--- src/rtl/uart_evctl.sv ---
module uart_evctl #(
  parameter int          ADDR_W   = 8,
  parameter logic [31:0] PSEL_RST = 32'hFFFF_FFFF,
  parameter logic [31:0] BAUD_RST = 32'h0400_0000
) (
  input  logic              clk,
  input  logic              rst_n,
  input  logic              bus_wr,
  input  logic              bus_rd,
  input  logic [ADDR_W-1:0] bus_addr,
  input  logic [31:0]       bus_wdata,
  output logic [31:0]       bus_rdata,
  output logic              tx_valid,
  output logic [7:0]        tx_byte,
  input  logic              tx_done,
  output logic              rx_on,
  input  logic              rx_byte_evt,
  input  logic              rx_break,
  output logic              irq
);

  localparam logic [ADDR_W-1:0] A_START_RX = ADDR_W'(32'h00);
  localparam logic [ADDR_W-1:0] A_STOP_RX  = ADDR_W'(32'h04);
  localparam logic [ADDR_W-1:0] A_START_TX = ADDR_W'(32'h08);
  localparam logic [ADDR_W-1:0] A_STOP_TX  = ADDR_W'(32'h0C);
  localparam logic [ADDR_W-1:0] A_SUSPEND  = ADDR_W'(32'h10);
  localparam logic [ADDR_W-1:0] A_EV_RXRDY = ADDR_W'(32'h40);
  localparam logic [ADDR_W-1:0] A_EV_TXRDY = ADDR_W'(32'h44);
  localparam logic [ADDR_W-1:0] A_EV_ERR   = ADDR_W'(32'h48);
  localparam logic [ADDR_W-1:0] A_EV_RXTO  = ADDR_W'(32'h4C);
  localparam logic [ADDR_W-1:0] A_MASK     = ADDR_W'(32'h80);
  localparam logic [ADDR_W-1:0] A_MASK_SET = ADDR_W'(32'h84);
  localparam logic [ADDR_W-1:0] A_MASK_CLR = ADDR_W'(32'h88);
  localparam logic [ADDR_W-1:0] A_ERRSRC   = ADDR_W'(32'hC0);
  localparam logic [ADDR_W-1:0] A_ENABLE   = ADDR_W'(32'hC4);
  localparam logic [ADDR_W-1:0] A_PSEL0    = ADDR_W'(32'hD0);
  localparam logic [ADDR_W-1:0] A_PSEL1    = ADDR_W'(32'hD4);
  localparam logic [ADDR_W-1:0] A_PSEL2    = ADDR_W'(32'hD8);
  localparam logic [ADDR_W-1:0] A_PSEL3    = ADDR_W'(32'hDC);
  localparam logic [ADDR_W-1:0] A_TXDATA   = ADDR_W'(32'hE0);
  localparam logic [ADDR_W-1:0] A_BAUD     = ADDR_W'(32'hE4);

  logic        enabled, tx_on, rx_on_q, tx_pend, irq_q;
  logic [7:0]  txd;
  logic [3:0]  ev;
  logic [3:0]  mask;
  logic [3:0]  errsrc;
  logic [31:0] psel [4];
  logic [31:0] baud;
  logic [31:0] rd_val;

  wire wr_ok = bus_wr && (enabled || bus_addr == A_ENABLE);
  wire wv1   = bus_wdata == 32'd1;
  wire wv0   = bus_wdata == 32'd0;

  always_ff @(posedge clk or negedge rst_n) begin
    if (!rst_n) begin
      enabled <= 1'b0;
      tx_on   <= 1'b0;
      rx_on_q <= 1'b0;
      tx_pend <= 1'b0;
      txd     <= '0;
      ev      <= '0;
      mask    <= '0;
      errsrc  <= '0;
      baud    <= BAUD_RST;
      for (int i = 0; i < 4; i++) psel[i] <= PSEL_RST;
    end else begin
      if (wr_ok) begin
        case (bus_addr)
          A_START_RX: if (wv1) rx_on_q <= 1'b1;
          A_STOP_RX:  if (wv1) begin rx_on_q <= 1'b0; ev[3] <= 1'b1; end
          A_START_TX: if (wv1) tx_on <= 1'b1;
          A_STOP_TX:  if (wv1) tx_on <= 1'b0;
          A_SUSPEND:  if (wv1) begin tx_on <= 1'b0; rx_on_q <= 1'b0; ev[3] <= 1'b1; end
          A_EV_RXRDY: if (wv0) ev[0] <= 1'b0;
          A_EV_TXRDY: ev[1] <= !wv0;
          A_EV_ERR:   ev[2] <= !wv0;
          A_EV_RXTO:  ev[3] <= !wv0;
          A_MASK:     mask <= bus_wdata[3:0];
          A_MASK_SET: mask <= mask | bus_wdata[3:0];
          A_MASK_CLR: mask <= mask & ~bus_wdata[3:0];
          A_ERRSRC:   errsrc <= errsrc & ~bus_wdata[3:0];
          A_ENABLE: begin
            if (bus_wdata == 32'd4) enabled <= 1'b1;
            else if (wv0) begin
              enabled <= 1'b0;
              tx_on   <= 1'b0;
              rx_on_q <= 1'b0;
              ev[3]   <= 1'b1;
            end
          end
          A_PSEL0:    psel[0] <= bus_wdata;
          A_PSEL1:    psel[1] <= bus_wdata;
          A_PSEL2:    psel[2] <= bus_wdata;
          A_PSEL3:    psel[3] <= bus_wdata;
          A_BAUD:     baud <= bus_wdata;
          A_TXDATA:   if (tx_on && !tx_pend) begin
                        txd     <= bus_wdata[7:0];
                        tx_pend <= 1'b1;
                      end
          default: ;
        endcase
      end
      if (rx_byte_evt) ev[0] <= 1'b1;
      if (rx_break) begin
        ev[2]  <= 1'b1;
        errsrc <= errsrc | 4'b0011;
      end
      if (tx_done && tx_pend) begin
        ev[1]   <= 1'b1;
        tx_pend <= 1'b0;
      end
    end
  end

  always_ff @(posedge clk or negedge rst_n)
    if (!rst_n) irq_q <= 1'b0;
    else        irq_q <= |(ev & mask);

  always_comb begin
    rd_val = '0;
    case (bus_addr)
      A_EV_RXRDY: rd_val = {31'd0, ev[0]};
      A_EV_TXRDY: rd_val = {31'd0, ev[1]};
      A_EV_ERR:   rd_val = {31'd0, ev[2]};
      A_EV_RXTO:  rd_val = {31'd0, ev[3]};
      A_MASK, A_MASK_SET, A_MASK_CLR: rd_val = {28'd0, mask};
      A_ERRSRC:   rd_val = {28'd0, errsrc};
      A_ENABLE:   rd_val = enabled ? 32'd4 : 32'd0;
      A_PSEL0:    rd_val = psel[0];
      A_PSEL1:    rd_val = psel[1];
      A_PSEL2:    rd_val = psel[2];
      A_PSEL3:    rd_val = psel[3];
      A_TXDATA:   rd_val = {24'd0, txd};
      A_BAUD:     rd_val = baud;
      default:    rd_val = '0;
    endcase
  end

  assign bus_rdata = (bus_rd && enabled) ? rd_val : 32'd0;
  assign tx_valid  = tx_pend;
  assign tx_byte   = txd;
  assign rx_on     = rx_on_q;
  assign irq       = irq_q;

  a_r3_disabled_reads_zero: assert property (@(posedge clk) disable iff (!rst_n)
    !enabled |-> bus_rdata == 32'd0);

  a_r2_disable_sets_rxto: assert property (@(posedge clk) disable iff (!rst_n)
    (bus_wr && bus_addr == A_ENABLE && wv0) |=> (!enabled && !tx_on && !rx_on && ev[3]));

  a_r9_break_sets_error: assert property (@(posedge clk) disable iff (!rst_n)
    rx_break |=> (ev[2] && errsrc[1:0] == 2'b11));

  a_r8_byte_held: assert property (@(posedge clk) disable iff (!rst_n)
    (tx_valid && !tx_done) |=> (tx_valid && $stable(tx_byte)));

  a_r8_accept_needs_write: assert property (@(posedge clk) disable iff (!rst_n)
    $rose(tx_valid) |-> $past(bus_wr && bus_addr == A_TXDATA));

  a_r7_stop_tx_keeps_rx: assert property (@(posedge clk) disable iff (!rst_n)
    (enabled && bus_wr && bus_addr == A_STOP_TX && !rx_break) |=> $stable(rx_on));

  a_r5_irq_needs_event: assert property (@(posedge clk) disable iff (!rst_n)
    ((ev & mask) == 4'd0) |=> !irq);

endmodule

--- config.mk ---
export PLATFORM = sky130hd
export DESIGN_NAME = uart_evctl
export DESIGN_NICKNAME = d
export VERILOG_FILES = /design/src/rtl/uart_evctl.sv
export SDC_FILE = /design/constraint.sdc
export NUM_CORES = 1
export LEC_CHECK = 0
export ABC_AREA = 1
export CAP_MARGIN = 20
export CORE_MARGIN = 8
export CORE_UTILIZATION = 30
export CTS_CLUSTER_SIZE = 40
export DETAILED_ROUTE_END_ITERATION = 10
export SYNTH_ARGS = -nofsm -noshare
export SYNTH_HDL_FRONTEND = slang
export SYNTH_SLANG_ARGS = --single-unit
export TNS_END_PERCENT = 10
--- constraint.sdc ---
create_clock -name clk -period 6 [get_ports clk]
set_clock_uncertainty 0.05 [all_clocks]
set_input_delay 1.2 -clock clk [delete_from_list [all_inputs] [get_ports clk]]
set_output_delay 1.2 -clock clk [all_outputs]
set_load 0.05 [all_outputs]
Yosys cells after proc, flatten, opt, wreduce, memory -nomap -nowiden --
Cells that the tools add are included.
Cells by class: bitwise operators 6, multiplexer cells 28, eq/ne operators 27, reductions and logical operators 45
Operators by type and width (number):
- 32-bit case mux with 13 select lines | 1
- 8-bit == test (second input constant) | 11
- 32-bit by 1-bit == test with 1-bit output (second input constant) | 1
- 32-bit by 3-bit == test with 1-bit output (second input constant) | 1
- 8-bit by 7-bit == test with 1-bit output (second input constant) | 4
- 32-bit logical NOT | 1
- 32-bit two-way mux | 1
- 2-bit nonzero test | 11
- 2-bit AND reduction | 9
- 1-bit two-way mux | 17
- 8-bit by 4-bit == test with 1-bit output (second input constant) | 2
- 3-bit AND reduction | 5
- 4-bit AND | 3
- 4-bit case mux with 3 select lines | 1
- 6-bit AND reduction | 2
- 3-bit nonzero test | 4
- 1-bit case mux with 3 select lines | 3
- 8-bit by 3-bit == test with 1-bit output (second input constant) | 1
- 8-bit by 5-bit == test with 1-bit output (second input constant) | 1
- 8-bit logical NOT | 1
- 2-bit != test (second input constant) | 4
- 2-bit two-way mux | 3
- 3-bit two-way mux | 2
- 5-bit AND reduction | 1
- 10 further kinds | 16
Word-level totals: register bits after elaboration 185, bits of input ports 47, output and inout bits 43

Logic depth before layout (Yosys ltp) --
depth in word-level cells 6, mapped depth 12, gate-level depth less buffers 12

Least setup slack after synthesis --
Ideal clock, no wire load.
kind in2out, start point input bus_addr[1], end point output bus_rdata[10], slack 1.675 ns, required time 4.750 ns, arrival time 3.075 ns, stages on the path 6, path through nor2_2 -> nand3_1 -> nor2_2 -> clkbuf_1 -> nand2_1 -> a31oi_1
Between the ends: word-level cells in the longest chain between the ends 4, elaborated cells on any way between the ends 18
RTL lines:
- start, declared | line 10 | input logic [ADDR_W-1:0] bus_addr,
- 8-bit == test | line 123 | case (bus_addr)
- 3-bit OR reduction | line 123
- 32-bit case mux with 13 select lines * | line 123
- 32-bit two-way mux * | line 141 | assign bus_rdata = (bus_rd && enabled) ? rd_val : 32'd0;
- end, declared | line 12 | output logic [31:0] bus_rdata,
Mark *: on every way between the ends. The rest lies on a longest branch, timed or not.

Final worst setup path --
start point input bus_addr[1], end point output bus_rdata[27]
Same word-level chain as after synthesis.

==> reports/results.md <==
| Stage | Result | This run |
| --- | --- | --- |
| worst setup path | Worst Path Required | 4.75 ns |
| floorplanning | Chip Width | 188 microns |
| logic synthesis | Combined area of all synthesized cells | 0.00884 sq mm |
| global route | Residual overflow from global routing | 0 |
| routing | Count of nets left with antenna violations after detail routing | 0 |
| place | DP HPWL | 16,300 microns |
| sta | Unrepaired setup endpoints after global routing | no |
| worst setup path | Most frequent CP cell | nor2_2 |
| final layout | Commonest cells after routing, fill and taps aside | nand2_1 (407), o21ai_1 (167), dfstp_2 (129) |
| floorplanning | Number of placement rows | 63 |
| job | Max Cap Violations | 0 |
| sta | Max-slew headroom at the worst pin | 41.2% |
| sta | Achievable Freq | 207 MHz |
| routing | Final routed DRC violation total | 0 |
| final layout | Most common cell after layout, fill and taps aside | nand2_1 |
| clock network | H-tree level count | 4 |
| clock network | Worst-Skew Late Latency | 0.43 ns |
| sta | Final count of pins violating max slew | 0 |
| worst setup path | Crit start category | input port |
| clock network | Resized cells post-CTS | 0 |
| logic synthesis | Number of synthesized register bits | 185 |
| logic synthesis | Synth async-reset ratio | 100% |
| final layout | Design Area, Final | 0.0107 sq mm |
| final layout | Count of fill cells added during filler insertion | 3,057 |
| global route | First-pass GRT wire length | 41,000 microns |
| global route | Number of antenna violations at the first check in global routing | 0 |
| power | Post-layout power | 2.46 mW |
| logic synthesis | Fraction of synthesized cell area taken by the top area cell type | 38.3% |
| worst setup path | Top delay family on crit path | simple AND/OR/NAND/NOR gates |
| clock network | Clock buffer count from CTS | 17 |
| logic synthesis | Main flop type after synthesis | dfstp_2 |
| floorplanning | Starting density of the core | 30.2% |
| global route | Gr usage total | 14.5% |
| sta | Period utilization | 80.3% |
| logic synthesis | Yosys top cell by area | dfstp_2 |
| final layout | Number of diodes | 0 |
| clock network | Bufs on Longest Clock Path | 2 |
| sta | Final setup violating endpoints | 0 |
| routing | Vias per cell | 4.84 |
| final layout | Synthesis-to-layout area growth | 21.4% |
| clock network | Root Driver | clkbuf_16 |
| floorplanning | Die span in y | 188 microns |
| sta | Total count of hold-check failures in the final report | 0 |
| worst setup path | CP Max Fanout | 14 |
| routing | Overall routed net length | 25,400 microns |
| worst setup path | CP max-delay cell | nor2_2 |
| worst setup path | Worst path cell trace | clkdlybuf4s50_1, nor2_2, nand3_1, nor2_2, buf_4, nand2_1, nand4_1, a21oi_1, nor2_1, buf_12 |
| clock network | Total setup buffers inserted after CTS | 0 |
| sta | Final worst slack | 1.18 ns |
| place | Area of placed instances | 0.0102 sq mm |
| clock network | Clock tree from TritonCTS | done |
| sta | Worst-margin pin slew | 0.882 ns |
| final layout | Share of cells above drive strength 1 | 19.5% |
| worst setup path | Slowest cell delay on critical path | 0.46 ns |
| power | Worst voltage drop across the vdd grid | 0.179 mV |
| place | Port Buf Inserts | 89 |
| final layout | Area occupied by registers | 0.00479 sq mm |
| min path | Worst hold path class | register to register |
| power | PwrDens | 229 mW/mm^2 |
| place | Gpl congestion | 0.884 |
| logic synthesis | Number of flops mapped to enable cells by yosys | 0 |
| clock network | Number of hold-repair buffers added at the cts stage | 0 |
| power | Leakage power | 4.35 nW |
| sta | Post-layout min period | 4.82 ns |
| logic synthesis | Post-synth net total | 1,137 |
| logic synthesis | Dominant cells by area after synthesis | dfstp_2 (38%), nand2_1 (17%), dfrtp_1 (16%) |
| routing | Wire length per cell | 16.3 microns |
| status | Run status | completed |
| logic synthesis | Synthesized area divided by synthesized cell count | 8.11 sq um |
| floorplanning | Core Area | 0.0293 sq mm |
| logic synthesis | Count of warnings emitted by yosys | 0 |
| routing | Iter 0 DRT Violations | 716 |
| place | Worst slack, placed | 1.13 ns |
| logic synthesis | Distinct cells, synth | 36 |
| floorplanning | Total die area | 0.0352 sq mm |
| global route | Maximum number of pins on one net before global-route repair | 70 |
| global route | Via count of the first global-routing pass | 7,261 |
| logic synthesis | Share of synthesized area occupied by flip-flops and latches | 54.2% |
| worst setup path | CP Data Arrival Time | 3.57 ns |
| floorplanning | Top Ports | 90 |
| clock network | Clock net sink count | 185 |
| routing | Total via count in the routed design | 7,566 |
| routing | Total iterations of the first detailed-routing run | 7 |
| clock network | Clock-pin slew reported for the worst setup and hold paths after clock tree synthesis | 0.07 ns |
| logic synthesis | Post-Syn Instances | 1,090 |
| worst setup path | Category of the critical setup timing path | input port to output port |
| sta | Setup TNS Final | 0 ns |
| worst setup path | Number of buffer and inverter instances along the worst setup path | 3 |
| final layout | Fin nets | 1,206 |
| final layout | Multi-input gate area in the final layout | 0.00350 sq mm |
| worst setup path | Kind of capture point of the worst setup path | output port |
Yosys cell counts (all sizes together) (2+ instances only):
cell type / number
a211oi: 2
o21a: 4
nor2: 78
and3: 4
dfstp: 129
a31oi: 17
inv: 68
o21ai: 189
nor3: 4
clkbuf: 9
nand2: 415
buf: 40
nand3: 25
dfrtp: 56
a21oi: 28
nand4: 16
logic make-up after synthesis:
family,share of synthesized area (%)
flip-flops,54.2
AND/OR/NAND/NOR,25.0
buffers and inverters,6.22
AO/OA/AOI/OAI,14.6
layer usage:
metal | part of all wire (%) | wire length (microns) | GRT usage [%]
met3 | 5.2 | 1320 | 2.58
met4 | 1.4 | 348 | 4.58
met2 | 45 | 11400 | 22.4
met5 | 0 | 0 | 0
met1 | 49 | 12300 | 20.4
power by group:
part	total, mW	switching, mW	internal, mW
clock network	1.09	0.544	0.550
logic	0.114	0.0770	0.0370
registers	1.25	0.000678	1.25
total	2.46	0.622	1.84
state kept, by name, summed over array words and instances, names as in the netlist:
name and flops:
tx_valid 1, errsrc 4, enabled 1, rx_on 1, ev 4, baud 32, psel 128, mask 4
tx_byte 8, irq 1, tx_on 1
worst paths after layout:
| path | start | cells after the start | end | slack, ns |
|---|---|---|---|---|
| max | bus_addr[1] | 10 | bus_rdata[27] | 1.18 |
| min | psel[71] | 2 | psel[71] | 0.42 |
| max reg2reg | enabled | 5 | psel[89] | 4.03 |
| min reg2reg | psel[71] | 2 | psel[71] | 0.42 |
| max in group asynchronous | rst_n | 2 | baud[21] | 3.91 |
| min in group asynchronous | rst_n | 1 | irq | 0.65 |
per-stage QoR:
stage	instances	hold slack (ns)	utilization, %
final	1562	0.423	36.6
after global placement	1530	0.410	34.7
after detailed placement	1530	0.415	34.7
after CTS	1562	0.426	36.6
after floorplan	1090	0.400	-
after global routing	1562	0.430	36.6
area by class of cell:
class                           count  share of cell area (%)
Tap cell                          390                    4.54
Clock inverter                     14                    1.21
Multi-Input combinational cell    788                    32.6
Timing Repair Buffer               99                    10.6
Sequential cell                   185                    44.6
Clock buffer                       18                    4.00
Inverter                           68                    2.40
worst min-delay path, cell delays in order, from the launching register on:
cell and delay, ns:
dfstp_2 0.37, nand2_1 0.05, o21ai_1 0.05
Note: power is estimated with default switching activity, not from simulation.
